--- src/rtl/rf_pkg.sv ---
package rf_pkg;
  typedef enum logic {
    COLLIDE_OLD = 1'b0,
    COLLIDE_NEW = 1'b1
  } collide_e;
endpackage

--- src/rtl/rf_storage.sv ---
module rf_storage #(
  parameter int NUM_REGS = 32,
  parameter int DATA_W   = 32,
  localparam int IDX_W   = $clog2(NUM_REGS)
) (
  input  logic                             clk_i,
  input  logic                             rst_ni,
  input  logic                             wr_en_i,
  input  logic [IDX_W-1:0]                 wr_idx_i,
  input  logic [DATA_W-1:0]                wr_data_i,
  output logic [NUM_REGS-1:0][DATA_W-1:0]  mem_o
);
  logic [NUM_REGS-1:0] wr_sel;

  for (genvar i = 0; i < NUM_REGS; i++) begin : g_entry
    assign wr_sel[i] = wr_en_i && (wr_idx_i == IDX_W'(i));

    always_ff @(posedge clk_i or negedge rst_ni) begin
      if (!rst_ni)        mem_o[i] <= '0;
      else if (wr_sel[i]) mem_o[i] <= wr_data_i;
    end
  end
endmodule

--- src/rtl/rf_read_port.sv ---
module rf_read_port
  import rf_pkg::*;
#(
  parameter int       NUM_REGS = 32,
  parameter int       DATA_W   = 32,
  parameter collide_e POLICY   = COLLIDE_NEW,
  localparam int      IDX_W    = $clog2(NUM_REGS)
) (
  input  logic [NUM_REGS-1:0][DATA_W-1:0] mem_i,
  input  logic [IDX_W-1:0]                rd_idx_i,
  input  logic                            wr_en_i,
  input  logic [IDX_W-1:0]                wr_idx_i,
  input  logic [DATA_W-1:0]               wr_data_i,
  output logic [DATA_W-1:0]               rd_data_o
);
  logic [DATA_W-1:0] stored;
  assign stored = mem_i[rd_idx_i];

  if (POLICY == COLLIDE_NEW) begin : g_new
    logic hit;
    assign hit       = wr_en_i && (wr_idx_i == rd_idx_i);
    assign rd_data_o = hit ? wr_data_i : stored;
  end else begin : g_old
    logic             unused_wr;
    assign unused_wr = wr_en_i ^ (^wr_idx_i) ^ (^wr_data_i);
    assign rd_data_o = stored;
  end
endmodule

--- src/rtl/rf_2r1w.sv ---
module rf_2r1w
  import rf_pkg::*;
#(
  parameter int       NUM_REGS = 32,
  parameter int       DATA_W   = 32,
  parameter collide_e POLICY   = COLLIDE_NEW,
  localparam int      IDX_W    = $clog2(NUM_REGS),
  localparam int      NUM_RD   = 2
) (
  input  logic              clk_i,
  input  logic              rst_ni,
  input  logic [IDX_W-1:0]  rd_idx_a_i,
  input  logic [IDX_W-1:0]  rd_idx_b_i,
  input  logic [IDX_W-1:0]  wr_idx_i,
  input  logic [DATA_W-1:0] wr_data_i,
  input  logic              wr_en_i,
  output logic [DATA_W-1:0] rd_data_a_o,
  output logic [DATA_W-1:0] rd_data_b_o
);
  logic [NUM_REGS-1:0][DATA_W-1:0] mem_q;
  logic [NUM_RD-1:0][IDX_W-1:0]    rd_idx;
  logic [NUM_RD-1:0][DATA_W-1:0]   rd_data;

  assign rd_idx[0]   = rd_idx_a_i;
  assign rd_idx[1]   = rd_idx_b_i;
  assign rd_data_a_o = rd_data[0];
  assign rd_data_b_o = rd_data[1];

  rf_storage #(
    .NUM_REGS (NUM_REGS),
    .DATA_W   (DATA_W)
  ) u_store (
    .clk_i     (clk_i),
    .rst_ni    (rst_ni),
    .wr_en_i   (wr_en_i),
    .wr_idx_i  (wr_idx_i),
    .wr_data_i (wr_data_i),
    .mem_o     (mem_q)
  );

  for (genvar p = 0; p < NUM_RD; p++) begin : g_rd
    rf_read_port #(
      .NUM_REGS (NUM_REGS),
      .DATA_W   (DATA_W),
      .POLICY   (POLICY)
    ) u_port (
      .mem_i     (mem_q),
      .rd_idx_i  (rd_idx[p]),
      .wr_en_i   (wr_en_i),
      .wr_idx_i  (wr_idx_i),
      .wr_data_i (wr_data_i),
      .rd_data_o (rd_data[p])
    );
  end
endmodule

--- config.mk ---
export PLATFORM = sky130hd
export DESIGN_NAME = rf_2r1w
export DESIGN_NICKNAME = d
export VERILOG_FILES = /design/src/rtl/rf_pkg.sv /design/src/rtl/rf_storage.sv /design/src/rtl/rf_read_port.sv /design/src/rtl/rf_2r1w.sv
export SDC_FILE = /design/constraint.sdc
export NUM_CORES = 2
export LEC_CHECK = 0
export BUFFER_PORTS_ARGS = -buffer_cell sky130_fd_sc_hd__buf_2
export CORE_MARGIN = 5
export CORE_UTILIZATION = 40
export CTS_CLUSTER_SIZE = 14
export DETAILED_ROUTE_END_ITERATION = 10
export PLACE_DENSITY_LB_ADDON = 0.15
export SYNTH_ARGS = -nofsm -noshare
export SYNTH_HDL_FRONTEND = slang
export SYNTH_HIERARCHICAL = 1
export SYNTH_SLANG_ARGS = --single-unit
--- constraint.sdc ---
create_clock -name clk_i -period 2.8 [get_ports clk_i]
set_clock_uncertainty 0.1 [all_clocks]
set_input_delay 0.56 -clock clk_i [delete_from_list [all_inputs] [get_ports clk_i]]
set_output_delay 0.56 -clock clk_i [all_outputs]
set_load 0.03 [all_outputs]
Word level (Yosys, flattened, before mapping)
Index checks and enable logic that the tools add are counted.

operators by class
  order comparisons = 2
  eq/ne operators = 33
  muxes and demuxes = 6
  reduce and logical (&&, ||, !) cells = 35

operators by type and width
  cell                                                                   number
  32-bit binary-select mux with 5-bit select                             2
  32-bit two-way mux                                                     4
  5-bit == test (second input constant)                                  16
  5-bit by 4-bit == test with 1-bit output (second input constant)       8
  1-bit logical AND                                                      34
  5-bit by 3-bit == test with 1-bit output (second input constant)       4
  5-bit by 6-bit < comparator with 1-bit output (second input constant)  2
  5-bit by 2-bit == test with 1-bit output (second input constant)       2
  5-bit == test                                                          2
  5-bit by 1-bit == test with 1-bit output (second input constant)       1
  5-bit logical NOT                                                      1

storage, ports and cells
  bits in registers = 1024
  input port bits = 50

Depth between registers and ports, before layout
  word-level depth = 3
  mapped depth = 10
  mapped depth without buffers = 5

By module
The synthesis kept the hierarchy.

modules (own cells, without submodules)
  module        times used  cells each  area each (um^2)
  rf_storage    1           2291        38334.3
  rf_read_port  2           806         8500.7

Worst setup path before layout
OpenSTA, ideal clock, no wires.

  kind = input port to output port
  start = input rd_idx_a_i[0]
  end = output rd_data_a_o[30]
  arrival time = 2431 ps
  setup slack = -291 ps
  cell stages on the path = 8
  cells stage by stage = buf_2 buf_6 buf_2 nand2_1 o31ai_1 nor4_1 and3_1 a211oi_1

on the way
  cells in the longest elaborated chain, start to end = 3
  elaborated cells on any way between the ends = 5
  classes of those cells = eq/ne (1); mux (3); reduce/logical (1)

RTL lines
  element                                                                               line                                    RTL
  start: declaration                                                                    rf_2r1w.sv:12                           input logic [IDX_W-1:0] rd_idx_a_i,
  32-bit binary-select mux with 5-bit select / 5-bit == test (equally long branches)    rf_read_port.sv:17, rf_read_port.sv:21
  32-bit two-way mux (not written as such) / 1-bit logical AND (equally long branches)  rf_read_port.sv:17, rf_read_port.sv:21
  32-bit two-way mux *                                                                  rf_read_port.sv:22                      assign rd_data_o = hit ? wr_data_i : stored;
  end: declaration                                                                      rf_2r1w.sv:17                           output logic [DATA_W-1:0] rd_data_a_o,

Mark *: on every way between the ends. The rest lies on a longest branch, timed or not. The select of a mux whose other input is x is not followed.

Worst setup path in the final report
  start = register u_store/mem_o[741] (netlist bit)
  end = output rd_data_a_o[5]

on the way
  cells in the longest elaborated chain, start to end = 3

RTL lines
  element                                     line                RTL
  start: declaration                          rf_storage.sv:11    output logic [NUM_REGS-1:0][DATA_W-1:0] mem_o
  start signal: indexed assignment            rf_storage.sv:20    else if (wr_sel[i]) mem_o[i] <= wr_data_i;
  32-bit binary-select mux with 5-bit select  rf_read_port.sv:17  assign stored = mem_i[rd_idx_i];
  32-bit two-way mux (not written as such)    rf_read_port.sv:17
  32-bit two-way mux                          rf_read_port.sv:22

Every way passes these cells. The select of a mux whose other input is x is not followed.

==> impl_metrics.json <==
{
  "maxSlewHeadroom_pct": 41.4,
  "drt_first_pass_iters": 5,
  "synth.area.mux_share_pct": 40.9,
  "rows": 136,
  "synthesis.nets": 3953,
  "synthAdderAreaFrac_pct": 0,
  "syn_inst": 3903,
  "leakage_nw": 31.0,
  "synth_top_area_cell": "dfrtp_1",
  "cp_max_fo": 3,
  "cts_max_path_buffers": 3,
  "crit_type": "register to output port",
  "hold_path.class": "input pin to register",
  "cts_made_buffers": 117,
  "nets": 4366,
  "seq_area_frac_synth_pct": 46.3,
  "synthFlopType": "dfrtp_1",
  "fin_crit_sh_pct": 114,
  "peakVddDrop_v": 0.000499,
  "start_kind": "register",
  "largest_reg_flops": 1024,
  "clk_pin_slew_ns": 0.06,
  "postLayoutSetupSlackWorst_ns": -0.381,
  "grt_overflow": 0,
  "tightestPinTransition_ns": 0.879,
  "vias": 38300,
  "hpwl_mm": 132,
  "status": "complete, but fails checks",
  "drive_above_1_share_pct": 57.7,
  "clock_latency_ns": 0.73,
  "grt_pass1_vias": 39800,
  "drtIter0Drc": 3157,
  "cts_tree": "yes",
  "final_max_slew_viol_count": 0,
  "synthArstFlopShare_pct": 100,
  "powerDensity_nw_per_um2": 661,
  "synth_top_area_share_pct": 46.3,
  "antenna_found_initial": 6,
  "ant_nets": 0,
  "dp.cells": 5878,
  "vias_per_cell": 6.17,
  "synth_xor_area_share_pct": 0.158,
  "io_buffers": 113,
  "worstSetupStartpoint": "u_store/mem_o[741]",
  "finalPower_mw": 46.3,
  "areaGrowthSynthToFinish_pct": 26.6,
  "finalNonFillerCells": 6212,
  "syn-cell-area_um2": 55300,
  "timing.fmax_ghz": 0.314,
  "final_common_cell": "dfrtp_1",
  "setup_viol": 64,
  "post-route-drc-count": 0,
  "required_ns": 2.14,
  "maxCapViolCount": 0,
  "routedWlPerCell_um": 32.4,
  "synth_top_family_by_area": "multiplexers",
  "design.die.area_um2": 146000,
  "min_period_ns": 3.18,
  "violations": "setup timing",
  "yosys.area_share.simple_pct": 2.47,
  "h-tree-depth": 3,
  "rsz0062_at_grt": "yes",
  "grt_max_degree": 130,
  "cts_sinks": 1024,
  "end_kind": "output port",
  "placed_area_um2": 62300,
  "pin_count": 114,
  "reg_top3": "u_store/mem_o (1024)",
  "die_y_um": 382,
  "synth_area_per_cell_um2": 14.2,
  "synth_compound_area_share_pct": 6.02,
  "arrival_ns": 2.52,
  "initial_core_util_pct": 40.2,
  "drt_wl_total_mm": 201,
  "synth.distinct_cells": 45,
  "place_congestion": 0.839,
  "hold_start": "wr_data_i[6]",
  "yosys_warnings": 6,
  "grt_pass1_wl_mm": 288,
  "ys_seq_elements": 1024,
  "track_usage_pct": 27.0,
  "root_buffer": "clkbuf_16",
  "regMostFlops": "u_store/mem_o",
  "synth_area_leaders": "dfrtp_1 46%, mux2_2 21%, mux4_2 13%",
  "die-width_um": 382,
  "hold_violations": 0,
  "coreArea_um2": 137000,
  "final_area_um2": 70100,
  "final_cell_mix": "1024 x dfrtp_1, 1013 x mux2_2, 378 x mux2i_1, 345 x buf_4, 320 x mux4_2",
  "r2r_start": "u_store/mem_o[970]",
  "synth_edf_count": 0
}
==> cell families (layout without fill, tap and decap cells) <==
| logic type | after synthesis | in the layout |
|---|---|---|
| mux | 1728 | 1728 |
| flops | 1024 | 1024 |
| compound gates | 442 | 442 |
| buf+inv | 423 | 934 |
| simple gates | 276 | 276 |
| xor+xnor | 10 | 10 |
| other cells | 0 | 4 |
==> per-stage QoR <==
stage / TNS (ns) / util (%) / worst slack, ns / hold WS, ns
after CTS: -16.30 / 50.1 / -0.473 / 0.0188
after global routing: -16.99 / 51.0 / -0.449 / 0.0762
after detailed placement: -25.99 / 45.3 / -0.593 / 0.357
after global placement: -25.41 / 45.3 / -0.604 / 0.352
final: -13.72 / 51.0 / -0.381 / 0.0713
after floorplan: -0.0185 / - / -0.0185 / 0.164
==> metal layers <==
layer	share of wire [%]	vias up	GRT usage, %	routed length [um]
li1	-	15900	-	-
met1	45	20800	39.0	89800
met2	45	1276	41.5	90300
met3	7.4	301	5.52	15000
met4	3.0	8	7.66	5990
met5	0.025	-	0	50
==> report_power, final <==
group          switching [mW]  total [mW]  internal (mW)
Combinational            4.52        10.6           6.04
Sequential               2.09        19.8           17.7
Clock                    6.47        16.0           9.49
==> worst max-delay path, cell delays in order, from the launching register on <==
cell	delay, ns
dfrtp_1	0.40
mux4_2	0.49
a22o_4	0.28
a211oi_4	0.25
o31ai_4	0.18
buf_6	0.18
==> cells in the mapped netlist (5+ instances only) <==
| library cell | number |
|---|---|
| mux4_1 | 8 |
| mux2_2 | 1013 |
| nor3_1 | 42 |
| o22ai_1 | 42 |
| buf_2 | 148 |
| a22oi_1 | 166 |
| buf_6 | 39 |
| nor3b_1 | 8 |
| a211oi_1 | 22 |
| mux4_2 | 312 |
| nand3_1 | 8 |
| buf_4 | 28 |
| and4bb_2 | 5 |
| mux2i_1 | 384 |
| buf_12 | 8 |
| nor4_1 | 6 |
| o221ai_1 | 82 |
| clkbuf_1 | 194 |
| a22o_1 | 62 |
| a21oi_1 | 42 |
| nor2b_1 | 6 |
| dfrtp_1 | 1024 |
| o31ai_1 | 22 |
| xor2_1 | 8 |
| or3_1 | 7 |
| nor2_1 | 19 |
| mux2_1 | 11 |
| nand2_1 | 147 |
==> layout make-up <==
cell class / instances / area, um^2
antenna: 4 / 10.0
clock buffer: 184 / 3630
clock inverter: 33 / 373
fill: 11800 / 67400
multi-input combinational: 2456 / 29400
sequential: 1024 / 25600
tap: 1794 / 2240
timing repair buffer: 717 / 8750
==> path summary, 6_finish.rpt <==
kind | endpoint | slack [ns] | depth (start not counted)
min | u_store/mem_o[358] | 0.07 | 2
min reg2reg | u_store/mem_o[902] | 0.41 | 1
min in group asynchronous | u_store/mem_o[375] | 0.19 | 2
max reg2reg | u_store/mem_o[970] | 1.79 | 2
max | rd_data_a_o[5] | -0.38 | 5
max in group asynchronous | u_store/mem_o[1023] | 1.29 | 3
==> repair_timing <==
item                                    4_1_cts  5_1_grt
pin swaps                                   181       87
hold buffers                                  1        0
gates resized for setup                     406      146
endpoints found under the hold margin       149        0
endpoints found under the setup margin       64       64
setup buffers                                64       40
gates cloned                                 12        6
Power figures use the tool's default switching activity.
